### src/rtl/mfsr_pkg.sv
package mfsr_pkg;

    typedef enum logic [1:0] {
        ACC_FETCH = 2'd0,
        ACC_LOAD  = 2'd1,
        ACC_STORE = 2'd2,
        ACC_ALT   = 2'd3
    } acc_kind_e;

    typedef enum logic [1:0] {
        XL_HIT  = 2'd0,
        XL_PROT = 2'd1,
        XL_MISS = 2'd2,
        XL_NONE = 2'd3
    } xlat_res_e;

    typedef enum logic {
        CLS_MMU = 1'b0,
        CLS_HW  = 1'b1
    } exc_cls_e;

    typedef enum logic [1:0] {
        EV_IDLE = 2'd0,
        EV_XLAT = 2'd1,
        EV_UNAL = 2'd2
    } fault_ev_e;

    localparam int unsigned CODE_W      = 5;
    localparam int unsigned STORE_BIT   = 10;
    localparam logic [CODE_W-1:0] CODE_XLAT_BASE = 5'd16;
    localparam logic [CODE_W-1:0] CODE_UNALIGN   = 5'd1;

endpackage

### src/rtl/mfsr_classify.sv
module mfsr_classify
    import mfsr_pkg::*;
(
    input  logic      acc_vld_i,
    input  logic      probe_i,
    input  xlat_res_e xlat_res_i,
    input  logic      unal_stb_i,
    input  logic      mmu_pend_i,
    output fault_ev_e event_o,
    output logic      probe_miss_o,
    output logic      recursive_o
);

    logic xlat_fault;
    logic real_xlat;
    logic any_fault;

    always_comb begin
        xlat_fault   = acc_vld_i && ((xlat_res_i == XL_PROT) || (xlat_res_i == XL_MISS));
        real_xlat    = xlat_fault && !probe_i;
        probe_miss_o = xlat_fault && probe_i;
        any_fault    = real_xlat || unal_stb_i;
        recursive_o  = any_fault && mmu_pend_i;
        if (!any_fault || mmu_pend_i) begin
            event_o = EV_IDLE;
        end else if (real_xlat) begin
            event_o = EV_XLAT;
        end else begin
            event_o = EV_UNAL;
        end
    end

endmodule

### src/rtl/mfsr_syndrome.sv
module mfsr_syndrome
    import mfsr_pkg::*;
#(
    parameter int unsigned ESR_W   = 32,
    parameter int unsigned ESS_W   = 7,
    parameter int unsigned ESS_LSB = 5
) (
    input  fault_ev_e          event_i,
    input  acc_kind_e          acc_kind_i,
    input  xlat_res_e          xlat_res_i,
    input  logic               ess_vld_i,
    input  logic [ESS_W-1:0]   ess_bits_i,
    output logic [ESR_W-1:0]   esr_o
);

    logic [CODE_W-1:0] xlat_code;

    always_comb begin
        xlat_code = CODE_XLAT_BASE;
        if (xlat_res_i == XL_MISS) begin
            xlat_code = xlat_code + 5'd2;
        end
        if (acc_kind_i == ACC_FETCH) begin
            xlat_code = xlat_code + 5'd1;
        end

        esr_o = '0;
        case (event_i)
            EV_XLAT: begin
                esr_o[CODE_W-1:0] = xlat_code;
                esr_o[STORE_BIT]  = (acc_kind_i == ACC_STORE);
            end
            EV_UNAL: begin
                esr_o[CODE_W-1:0] = CODE_UNALIGN;
                if (ess_vld_i) begin
                    esr_o[ESS_LSB +: ESS_W] = ess_bits_i;
                end
            end
            default: esr_o = '0;
        endcase
    end

endmodule

### src/rtl/mfsr_recorder.sv
module mfsr_recorder
    import mfsr_pkg::*;
#(
    parameter int unsigned ADDR_W  = 32,
    parameter int unsigned ESR_W   = 32,
    parameter int unsigned ESS_W   = 7,
    parameter int unsigned ESS_LSB = 5
) (
    input  logic              clk,
    input  logic              rst_n,
    input  logic              acc_vld_i,
    input  logic [ADDR_W-1:0] acc_addr_i,
    input  logic [1:0]        acc_kind_i,
    input  logic [1:0]        xlat_res_i,
    input  logic              probe_i,
    input  logic              unal_stb_i,
    input  logic              ess_vld_i,
    input  logic [ESS_W-1:0]  ess_bits_i,
    input  logic              mmu_pend_i,
    input  logic              sw_clr_i,
    output logic [ESR_W-1:0]  esr_o,
    output logic [ADDR_W-1:0] ear_o,
    output logic              exc_req_o,
    output logic              exc_cls_o,
    output logic              recursive_o,
    output logic              probe_fail_o
);

    typedef struct packed {
        logic [ESR_W-1:0]  esr;
        logic [ADDR_W-1:0] ear;
        logic              req;
        exc_cls_e          cls;
        logic              rec;
        logic              pfail;
    } rec_state_t;

    rec_state_t state_d, state_q;

    fault_ev_e        ev;
    logic             probe_miss;
    logic             rec_hit;
    logic [ESR_W-1:0] syn;

    mfsr_classify u_classify (
        .acc_vld_i    (acc_vld_i),
        .probe_i      (probe_i),
        .xlat_res_i   (xlat_res_e'(xlat_res_i)),
        .unal_stb_i   (unal_stb_i),
        .mmu_pend_i   (mmu_pend_i),
        .event_o      (ev),
        .probe_miss_o (probe_miss),
        .recursive_o  (rec_hit)
    );

    mfsr_syndrome #(
        .ESR_W   (ESR_W),
        .ESS_W   (ESS_W),
        .ESS_LSB (ESS_LSB)
    ) u_syndrome (
        .event_i    (ev),
        .acc_kind_i (acc_kind_e'(acc_kind_i)),
        .xlat_res_i (xlat_res_e'(xlat_res_i)),
        .ess_vld_i  (ess_vld_i),
        .ess_bits_i (ess_bits_i),
        .esr_o      (syn)
    );

    always_comb begin
        state_d       = state_q;
        state_d.req   = 1'b0;
        state_d.rec   = rec_hit;
        state_d.pfail = probe_miss;
        if (ev != EV_IDLE) begin
            state_d.esr = syn;
            state_d.ear = acc_addr_i;
            state_d.req = 1'b1;
            state_d.cls = (ev == EV_XLAT) ? CLS_MMU : CLS_HW;
        end
        if (sw_clr_i) begin
            state_d.esr = '0;
            state_d.ear = '0;
            state_d.req = 1'b0;
            state_d.cls = state_q.cls;
        end
    end

    always_ff @(posedge clk or negedge rst_n) begin
        if (!rst_n) begin
            state_q <= '0;
        end else begin
            state_q <= state_d;
        end
    end

    assign esr_o        = state_q.esr;
    assign ear_o        = state_q.ear;
    assign exc_req_o    = state_q.req;
    assign exc_cls_o    = state_q.cls;
    assign recursive_o  = state_q.rec;
    assign probe_fail_o = state_q.pfail;

endmodule

### config.mk
export PLATFORM = sky130hd
export DESIGN_NAME = mfsr_recorder
export DESIGN_NICKNAME = d
export VERILOG_FILES = /design/src/rtl/mfsr_pkg.sv /design/src/rtl/mfsr_classify.sv /design/src/rtl/mfsr_syndrome.sv /design/src/rtl/mfsr_recorder.sv
export SDC_FILE = /design/constraint.sdc
export NUM_CORES = 1
export LEC_CHECK = 0
export BUFFER_PORTS_ARGS = -buffer_cell sky130_fd_sc_hd__buf_2
export CORE_MARGIN = 2
export CORE_UTILIZATION = 51
export CTS_CLUSTER_SIZE = 25
export DETAILED_ROUTE_END_ITERATION = 16
export PLACE_DENSITY = 0.86
export SLEW_MARGIN = 20
export SYNTH_ARGS = -nofsm -noshare
export SYNTH_HDL_FRONTEND = slang
export SYNTH_HIERARCHICAL = 1
export SYNTH_SLANG_ARGS = --single-unit
export TNS_END_PERCENT = 20
### constraint.sdc
create_clock -name clk -period 1 [get_ports clk]
set_input_delay 0.05 -clock clk [delete_from_list [all_inputs] [get_ports clk]]
set_output_delay 0.05 -clock clk [all_outputs]
set_load 0.005 [all_outputs]
==> impl_metrics.yaml, run 1 <==
status:
  status: "finished, violations left"
  violations: "negative setup slack"
sta:
  hold_viol: 0
  post-route-min-period_ns: 1.36
  finalSetupViolations: 66
  fin_ws_ns: -0.357
  fin_skew_ns: 0
  grt_setup_unrepaired: "yes"
  slew_viol_final: 0
  max_freq_mhz: 737
  finalCritPeriodShare_pct: 136
placement:
  pre_cts_slack_ns: -0.769
  finalWeightedCongestion: 0.826
  dpl_cell_area_sq_um: 4180
  hpwl_mm: 5.17
  io_buffer_count: 118
die:
  die_x_microns: 86.6
  start_util_pct: 52.1
  coreArea_sq_um: 6680
  die-area_sq_um: 7500
  rows: 30
  io_pins: 119
  die_h_microns: 86.6
critical_path:
  worstSetupPathType: "input port to flop"
  worst-endpoint-required_ns: 1.27
  cp_slowest_cell: "or3b_4"
  path_cells: "buf_12 -> xnor2_4 -> nor4b_4 -> ha_2 -> or3b_4 -> a21oi_2 -> o21ai_1 -> a21oi_1"
  path_delay_family: "simple AND/OR/NAND/NOR gates"
  worst-path-buf-inv: 1
  endpoint_kind: "flop"
  critPathLaunchType: "input port"
  cp.arrival_ns: 1.62
  cpPeakStageDelay_ns: 0.38
  crit_path_max_fanout: 3
clock_tree:
  insertion_delay_ns: 0.33
  cts_buffers: 9
  cts_tree: "done"
  cts.clk_slew.worst_paths_ns: 0.07
  cts.path.max_buffers: 2
  htreeDepth: 3
  cts.root.buffer_cell: "clkbuf_8"
  cts_sinks: 68
route:
  wl_mm: 11.3
  dr.first_iter.drc_count: 228
  dr_total_vias: 3383
  wl_per_cell_microns: 19.0
  firstDrtPassIters: 4
  via_per_inst: 5.66
  ant_nets: 0
  drc: 0
synthesis:
  synth_warnings: 6
  netlist_area_sq_um: 3480
  synth_cells: 352
  synth_area_leaders: "dfrtp_1 49%, or3b_1 16%, a21oi_1 9.5%"
  synthTopCellsByCount: "68 x dfrtp_1, 66 x a21oi_1, 65 x o21ai_0, 65 x or3b_1, 23 x clkbuf_1"
  synth_seq_cells: 68
  synth-edff-count: 0
  yosysMostFrequentCell: "dfrtp_1"
  synth_top_flop_cell: "dfrtp_1"
  synth.top_cell.area_share_pct: 48.9
  avgSynthCellArea_sq_um: 9.88
  synthArstFlopShare_pct: 100
  ys_seq_area_share_pct: 48.9
  synth.distinct_cells: 25
  synth_top_area_cell: "dfrtp_1"
grt:
  grt_pass1_wl_mm: 15.2
  antenna_found_initial: 0
  grt_pass1_vias: 3071
  grt_max_degree: 69
  grt-ovfl-total: 0
  grtUsageTotal_pct: 25.9
final_layout:
  final_nets: 569
  syn_to_final_growth_pct: 49.4
  finalInstanceArea_sq_um: 5200
  drive_gt1_share_pct: 39.2
  utilization_pct: 77.8
  diodes: 0
pwr:
  p_leak_nw: 2.47
  peakVddDrop_uv: 1040
  p_per_area_nw_per_um2: 1230
job:
  cap_violations: 0
min_path:
  hp-class: "input port to flop"
==> cells in the final DEF, fill, tap and decap left out, types with 2 or more instances in the layout <==
cell	count
and3_1	5
nor2_1	2
dlygate4sd3_1	34
o21ai_0	50
buf_2	117
clkbuf_8	13
o21ai_1	13
buf_16	2
a21oi_1	54
dfrtp_1	68
buf_12	9
buf_6	7
a21oi_2	12
ha_4	3
or3b_4	10
clkbuf_16	5
inv_1	4
conb_1	22
or3b_1	55
o21ai_2	2
buf_4	11
nand3b_1	2
==> layer usage <==
layer  part of all wire (%)  global-route usage [%]  wire (microns)  up-vias
met4                    3.5                    10.1             398        0
li1                       -                       -               -     1536
met2                     51                    42.7            5810      169
met5                      0                       0               0        -
met1                     39                    33.6            4400     1639
met3                    6.5                    5.43             737       39
==> worst paths after layout <==
check	start	slack [ns]	cells past startpoint	end
min reg2reg	exc_cls_o$_DFFE_PN0P_	0.52	1	exc_cls_o$_DFFE_PN0P_
max reg2reg	ear_o[20]$_DFFE_PN0P_	-0.05	2	ear_o[20]$_DFFE_PN0P_
max in group asynchronous	rst_n	0.43	3	ear_o[0]$_DFFE_PN0P_
max	xlat_res_i[1]	-0.36	8	esr_o[0]$_DFFE_PN0P_
min in group asynchronous	rst_n	0.26	3	ear_o[20]$_DFFE_PN0P_
min	mmu_pend_i	0.03	3	recursive_o$_DFF_PN0_
==> through the flow <==
stage | hold WS (ns) | total power, mW | setup TNS (ns) | std cells
2_1_floorplan | -0.246 | 3.52 | -18.98 | 373
3_3_place_gp | 0.0950 | 3.85 | -38.94 | 531
3_5_place_dp | 0.0990 | 3.88 | -42.39 | 531
4_1_cts | 0.0149 | 6.19 | -7.21 | 584
5_1_grt | 0.0490 | 6.65 | -19.14 | 598
6_report | 0.0346 | 6.39 | -16.60 | 598
==> repair_timing <==
| action | in CTS | in global routing |
|---|---|---|
| hold buffers | 34 | 0 |
| hold endpoints to repair | 101 | 0 |
| gates resized for setup | 28 | 39 |
| endpoints found under the setup margin | 66 | 66 |
| gates cloned | 3 | 10 |
| setup buffers | 1 | 4 |
| pin swaps | 27 | 19 |
==> flip-flops by register name, summed over array words and instances, names as in the netlist <==
signal        cells
esr_o            32
exc_req_o         1
recursive_o       1
exc_cls_o         1
probe_fail_o      1
ear_o            32
==> area by class of cell <==
class                           count  area [sq um]
Sequential cell                    68          1700
Multi-Input combinational cell    242          1690
Timing Repair Buffer              187          1500
Fill cell                         419          1490
Clock buffer                       14           183
Tap cell                           80           100
Inverter                            6          25.0
Clock inverter                      1          5.00
==> report_power, final <==
part	switching (mW)	internal, mW
registers	0.0754	2.89
logic	0.604	0.665
clock network	0.998	1.16
total	1.68	4.71
==> tightest hold or removal path: stages <==
cell     delay [ns]
buf_2          0.14
nand2_1        0.07
o21ai_0        0.07
==> logic make-up (layout without fill, tap and decap cells) <==
logic type               count (synthesis)  count (layout)  synth area share (%)
AO/OA/AOI/OAI                          133             133                  19.4
other                                    1              22                 0.108
flip-flops                              68              68                  48.9
XOR/XNOR                                 2               2                 0.504
AND/OR/NAND/NOR                         81              81                  19.5
adder cells (fa/ha/maj)                  4               4                  1.44
buffers and inverters                   63             208                  10.2
Power figures use the tool's default switching activity.
==> run 2, diff against run 1 <==
clock period = 1.5 ns   (was 1 ns; I/O delays follow)
==> run 2 against run 1 <==
Net effect:
- the flow now finishes without violations
- clock power is 13% lower
- non-clock buffer count fell by 22
- power decreased by 30%
- global-route usage decreased by 3.0 points
==> impl_metrics.yaml, run 2 (synthesis gave the netlist of run 1 again) <==
sta:
  slew_viol_final: 0
  max_freq_mhz: 711
  fin_skew_ns: 0
  finalSetupViolations: 0
  post-route-min-period_ns: 1.41
  finalCritPeriodShare_pct: 93.8
  setup_tns_ns: 0
  hold_viol: 0
final_layout:
  final_cell_mix: "116 x buf_2, 68 x dfrtp_1, 65 x or3b_1, 65 x a21oi_1, 64 x o21ai_0"
  final_common_cell: "buf_2"
  diodes: 0
  final_nets: 547
  syn_to_final_growth_pct: 35.7
  drive_gt1_share_pct: 32.0
  finalInstanceArea_sq_um: 4720
critical_path:
  worst-endpoint-required_ns: 1.76
  cp_slowest_cell: "a311oi_4"
  worst-path-buf-inv: 1
  path_delay_family: "compound AO/OA/AOI/OAI gates"
  endpoint_kind: "flop"
  startpoint: "xlat_res_i[0]"
  crit_path_max_fanout: 6
  r2r-start: "ear_o[5]$_DFFE_PN0P_"
  path_cells: "buf_6 -> xor2_2 -> a311oi_4 -> ha_4 -> nor4bb_2 -> o21ai_0 -> a21oi_1"
  cpPeakStageDelay_ns: 0.43
  critPathLaunchType: "input port"
  cp.arrival_ns: 1.67
  worstSetupPathType: "input port to flop"
grt:
  grt_pass1_wl_mm: 13.6
  grt-ovfl-total: 0
  antenna_found_initial: 2
  grtUsageTotal_pct: 22.9
  grt_max_degree: 97
  grt_pass1_vias: 2843
clock_tree:
  cts_tree: "done"
  cts.root.buffer_cell: "clkbuf_8"
  insertion_delay_ns: 0.34
  htreeDepth: 3
  cts.path.max_buffers: 2
  cts.clk_slew.worst_paths_ns: 0.07
  cts_sinks: 68
  cts_buffers: 9
die:
  start_util_pct: 52.1
  io_pins: 119
  die-area_sq_um: 7500
  die_h_microns: 86.6
  rows: 30
  coreArea_sq_um: 6680
  die_x_microns: 86.6
route:
  dr_total_vias: 3023
  drc: 0
  wl_mm: 8.37
  dr.first_iter.drc_count: 114
  firstDrtPassIters: 4
  wl_per_cell_microns: 14.5
  via_per_inst: 5.24
  ant_nets: 0
min_path:
  hp-start: "acc_addr_i[25]"
  hp-class: "input port to flop"
pwr:
  peakVddDrop_uv: 576
  p_leak_nw: 2.28
  p_per_area_nw_per_um2: 948
  power.total_mw: 4.47
placement:
  finalWeightedCongestion: 0.775
  dpl_cell_area_sq_um: 4100
  io_buffer_count: 118
  hpwl_mm: 4.87
status:
  status: "finished, final reports clean"
job:
  cap_violations: 0
[run 2: cell count changes in the layout (fill, tap and decap cells not counted), moves of 3 or more]
cell / previous run / this run
o21ai_0: 50 / 64
o21ai_1: 13 / 1
a21oi_1: 54 / 65
a21oi_2: 12 / 1
or3b_1: 55 / 65
or3b_4: 10 / 0
buf_12: 9 / 2
clkbuf_16: 5 / 0
buf_6: 7 / 3
dlygate4sd3_1: 34 / 30
bufinv_16: 0 / 3
[run 2: power by group]
group	switching [mW]	total, mW	internal [mW]
combinational	0.317	0.641	0.324
clock	0.671	1.87	1.19
sequential	0.0439	1.97	1.92
total	1.03	4.47	3.44
[run 2: worst paths after layout]
check | end | slack, ns | depth (start not counted)
worst max-delay path | esr_o[1]$_DFFE_PN0P_ | 0.09 | 7
worst min-delay path | ear_o[25]$_DFFE_PN0P_ | 0.01 | 3
worst max register to register | ear_o[5]$_DFFE_PN0P_ | 0.52 | 2
worst min register to register | exc_cls_o$_DFFE_PN0P_ | 0.51 | 1
max in group asynchronous | ear_o[28]$_DFFE_PN0P_ | 0.92 | 3
min in group asynchronous | exc_req_o$_DFF_PN0_ | 0.28 | 3
[run 2: cell type report]
| cell class | count | area, sq um |
|---|---|---|
| Sequential cell | 68 | 1700 |
| Inverter | 6 | 22.5 |
| Clock inverter | 4 | 95.1 |
| Multi-Input combinational cell | 242 | 1580 |
| Tap cell | 80 | 100 |
| Timing Repair Buffer | 165 | 1070 |
| Clock buffer | 12 | 155 |
| Fill cell | 500 | 1960 |
[run 2: worst register-to-register path: stages, from the launching register on]
cell,delay (ns)
dfrtp_1,0.36
or3b_1,0.39
a21oi_1,0.15
[run 2: timing repair]
item,CTS,global route
gates cloned,0,0
setup buffers,1,3
hold endpoints to repair,97,0
setup endpoints to repair,5,51
gates resized for setup,0,13
hold buffers,30,0
pin swaps,1,6
[run 2: per-layer routing]
| layer | track usage (%) | wire, microns | vias to the layer above |
|---|---|---|---|
| met5 | 0 | 13 | - |
| met4 | 9.23 | 186 | 2 |
| met3 | 6.10 | 515 | 18 |
| met2 | 36.2 | 3990 | 94 |
| met1 | 30.1 | 3660 | 1420 |
| li1 | - | - | 1489 |
[run 2: metrics by stage]
| step | setup slack [ns] | hold WS (ns) | utilization [%] | cells |
|---|---|---|---|---|
| floorplan | -0.0575 | -0.221 | - | 373 |
| global placement | -0.329 | 0.122 | 61.3 | 527 |
| detailed placement | -0.413 | 0.125 | 61.3 | 527 |
| CTS | -0.00664 | 0.00359 | 69.7 | 574 |
| global route | -0.0188 | 0.0120 | 70.6 | 577 |
| finish | 0.0929 | 0.0118 | 70.6 | 577 |
==> run 3, diff against run 2 <==
CTS_BUF_LIST = sky130_fd_sc_hd__clkbuf_4 sky130_fd_sc_hd__clkbuf_8 sky130_fd_sc_hd__clkbuf_16   (was not set)
SLEW_MARGIN = not set   (was 20)
==> run 3 against run 2 <==
Net effect:
- clock power barely moved
- via count rose by 0.23%
- global-route usage rose by 0.12 points
- critical path type unchanged
- critical endpoint unchanged
==> impl_metrics.yaml, run 3 (synthesis gave the netlist of run 1 again) <==
status:
  status: "finished, final reports clean"
die:
  die_h_microns: 86.6
  coreArea_sq_um: 6680
  die-area_sq_um: 7500
  rows: 30
  die_x_microns: 86.6
  start_util_pct: 52.1
  io_pins: 119
sta:
  hold_viol: 0
  finalSetupViolations: 0
  slew_viol_final: 0
  post-route-min-period_ns: 1.46
  finalCritPeriodShare_pct: 97.0
  fin_ws_ns: 0.0448
  grt_setup_unrepaired: "yes"
  max_freq_mhz: 687
  setup_tns_ns: 0
  fin_skew_ns: 0
  whs_ns: 0.00879
final_layout:
  diodes: 0
  utilization_pct: 70.5
  drive_gt1_share_pct: 32.2
  final_nets: 547
  final_common_cell: "buf_2"
  fillers: 504
  syn_to_final_growth_pct: 35.4
  final_cell_mix: "118 x buf_2, 68 x dfrtp_1, 65 x or3b_1, 65 x a21oi_1, 64 x o21ai_0"
pwr:
  p_leak_nw: 2.28
  combPwrFrac_pct: 14.2
  p_int_mw: 3.46
  p_switching_mw: 1.03
  power.total_mw: 4.49
  seq_power_share_pct: 43.8
  p_per_area_nw_per_um2: 953
  p_clk_share_pct: 42.0
  peakVddDrop_uv: 576
  switching_share_pct: 23.0
grt:
  grt-ovfl-total: 0
  grt_pass1_vias: 2843
  grt_pass1_wl_mm: 13.6
  grtUsageTotal_pct: 23.0
  grt_max_degree: 97
  antenna_found_initial: 2
route:
  ant_nets: 0
  wl_mm: 8.35
  firstDrtPassIters: 4
  dr.first_iter.drc_count: 124
  drc: 0
  wl_per_cell_microns: 14.5
  via_per_inst: 5.25
  dr_total_vias: 3030
clock_tree:
  htreeDepth: 3
  insertion_delay_ns: 0.34
  cts.path.max_buffers: 2
  cts_tree: "done"
  cts_buffers: 9
  cts.root.buffer_cell: "clkbuf_8"
  cts.clk_slew.worst_paths_ns: 0.07
  cts_sinks: 68
min_path:
  hp-class: "input port to flop"
critical_path:
  cp.arrival_ns: 1.72
  critPathLaunchType: "input port"
  crit_path_max_fanout: 6
  worst-endpoint-required_ns: 1.76
  endpoint_kind: "flop"
  worstSetupPathType: "input port to flop"
placement:
  pre_cts_slack_ns: -0.413
  io_buffer_count: 118
  hpwl_mm: 4.87
  finalWeightedCongestion: 0.775
job:
  cap_violations: 0
==> run 3: cell types whose count changed in the layout (fill, tap and decap cells not counted) <==
cell	previous run	this run
buf_2	116	118
clkbuf_1	1	0
buf_6	3	1
clkbuf_4	0	1
==> run 3: stage by stage <==
| step | instances | cell area [sq um] |
|---|---|---|
| floorplan | 373 | 3620 |
| global placement | 527 | 4100 |
| detailed placement | 527 | 4100 |
| CTS | 574 | 4660 |
| global route | 577 | 4710 |
| finish | 577 | 4710 |
==> run 3: power by group through the flow <==
| stage | logic (mW) | clock network (mW) | registers [mW] |
|---|---|---|---|
| finish | 0.638 | 1.88 | 1.97 |
| global placement | 0.540 | 0 | 2.00 |
| global route | 0.712 | 2.00 | 1.98 |
| CTS | 0.620 | 1.92 | 1.97 |
| detailed placement | 0.558 | 0 | 2.00 |
| floorplan | 0.322 | 0 | 2.01 |
==> run 3: per-layer routing <==
metal  up-vias  track usage (%)  wire length (microns)
met5         -                0                     13
met4         2             9.23                    187
met3        17             6.67                    513
met2        95             36.2                   3980
met1      1426             30.1                   3660
li1       1490                -                      -
==> run 3: layout make-up <==
class / count / area [sq um] / share of cell area (%)
flip-flops and latches: 68 / 1700 / 36.1
multi-input cells: 242 / 1580 / 33.5
repair buffers: 165 / 1050 / 22.4
clock buffers: 12 / 159 / 3.37
well taps: 80 / 100 / 2.12
clock inverters: 4 / 95.1 / 2.02
inverters: 6 / 22.5 / 0.478
==> run 3: critical path, stage by stage <==
cell,delay (ns)
buf_2,0.15
xor2_2,0.20
a311oi_4,0.43
ha_4,0.28
nor4bb_2,0.28
o21ai_0,0.13
a21oi_1,0.16
==> run 3: repair_timing <==
| action | CTS | global route |
|---|---|---|
| hold buffers | 30 | 0 |
| gates resized for setup | 0 | 7 |
| endpoints found under the hold margin | 97 | 0 |
| endpoints found under the setup margin | 5 | 51 |
| pin swaps | 1 | 2 |
| buffers inserted | 1 | 3 |
==> run 3: worst paths after layout <==
| check | start | to | slack [ns] | cells past startpoint |
|---|---|---|---|---|
| min | acc_addr_i[25] | ear_o[25]$_DFFE_PN0P_ | 0.009 | 3 |
| min reg2reg | exc_cls_o$_DFFE_PN0P_ | exc_cls_o$_DFFE_PN0P_ | 0.50 | 1 |
| max reg2reg | ear_o[5]$_DFFE_PN0P_ | ear_o[5]$_DFFE_PN0P_ | 0.52 | 2 |
| min in group asynchronous | rst_n | exc_req_o$_DFF_PN0_ | 0.28 | 3 |
| max in group asynchronous | rst_n | ear_o[28]$_DFFE_PN0P_ | 0.93 | 3 |
| max | xlat_res_i[0] | esr_o[1]$_DFFE_PN0P_ | 0.04 | 7 |
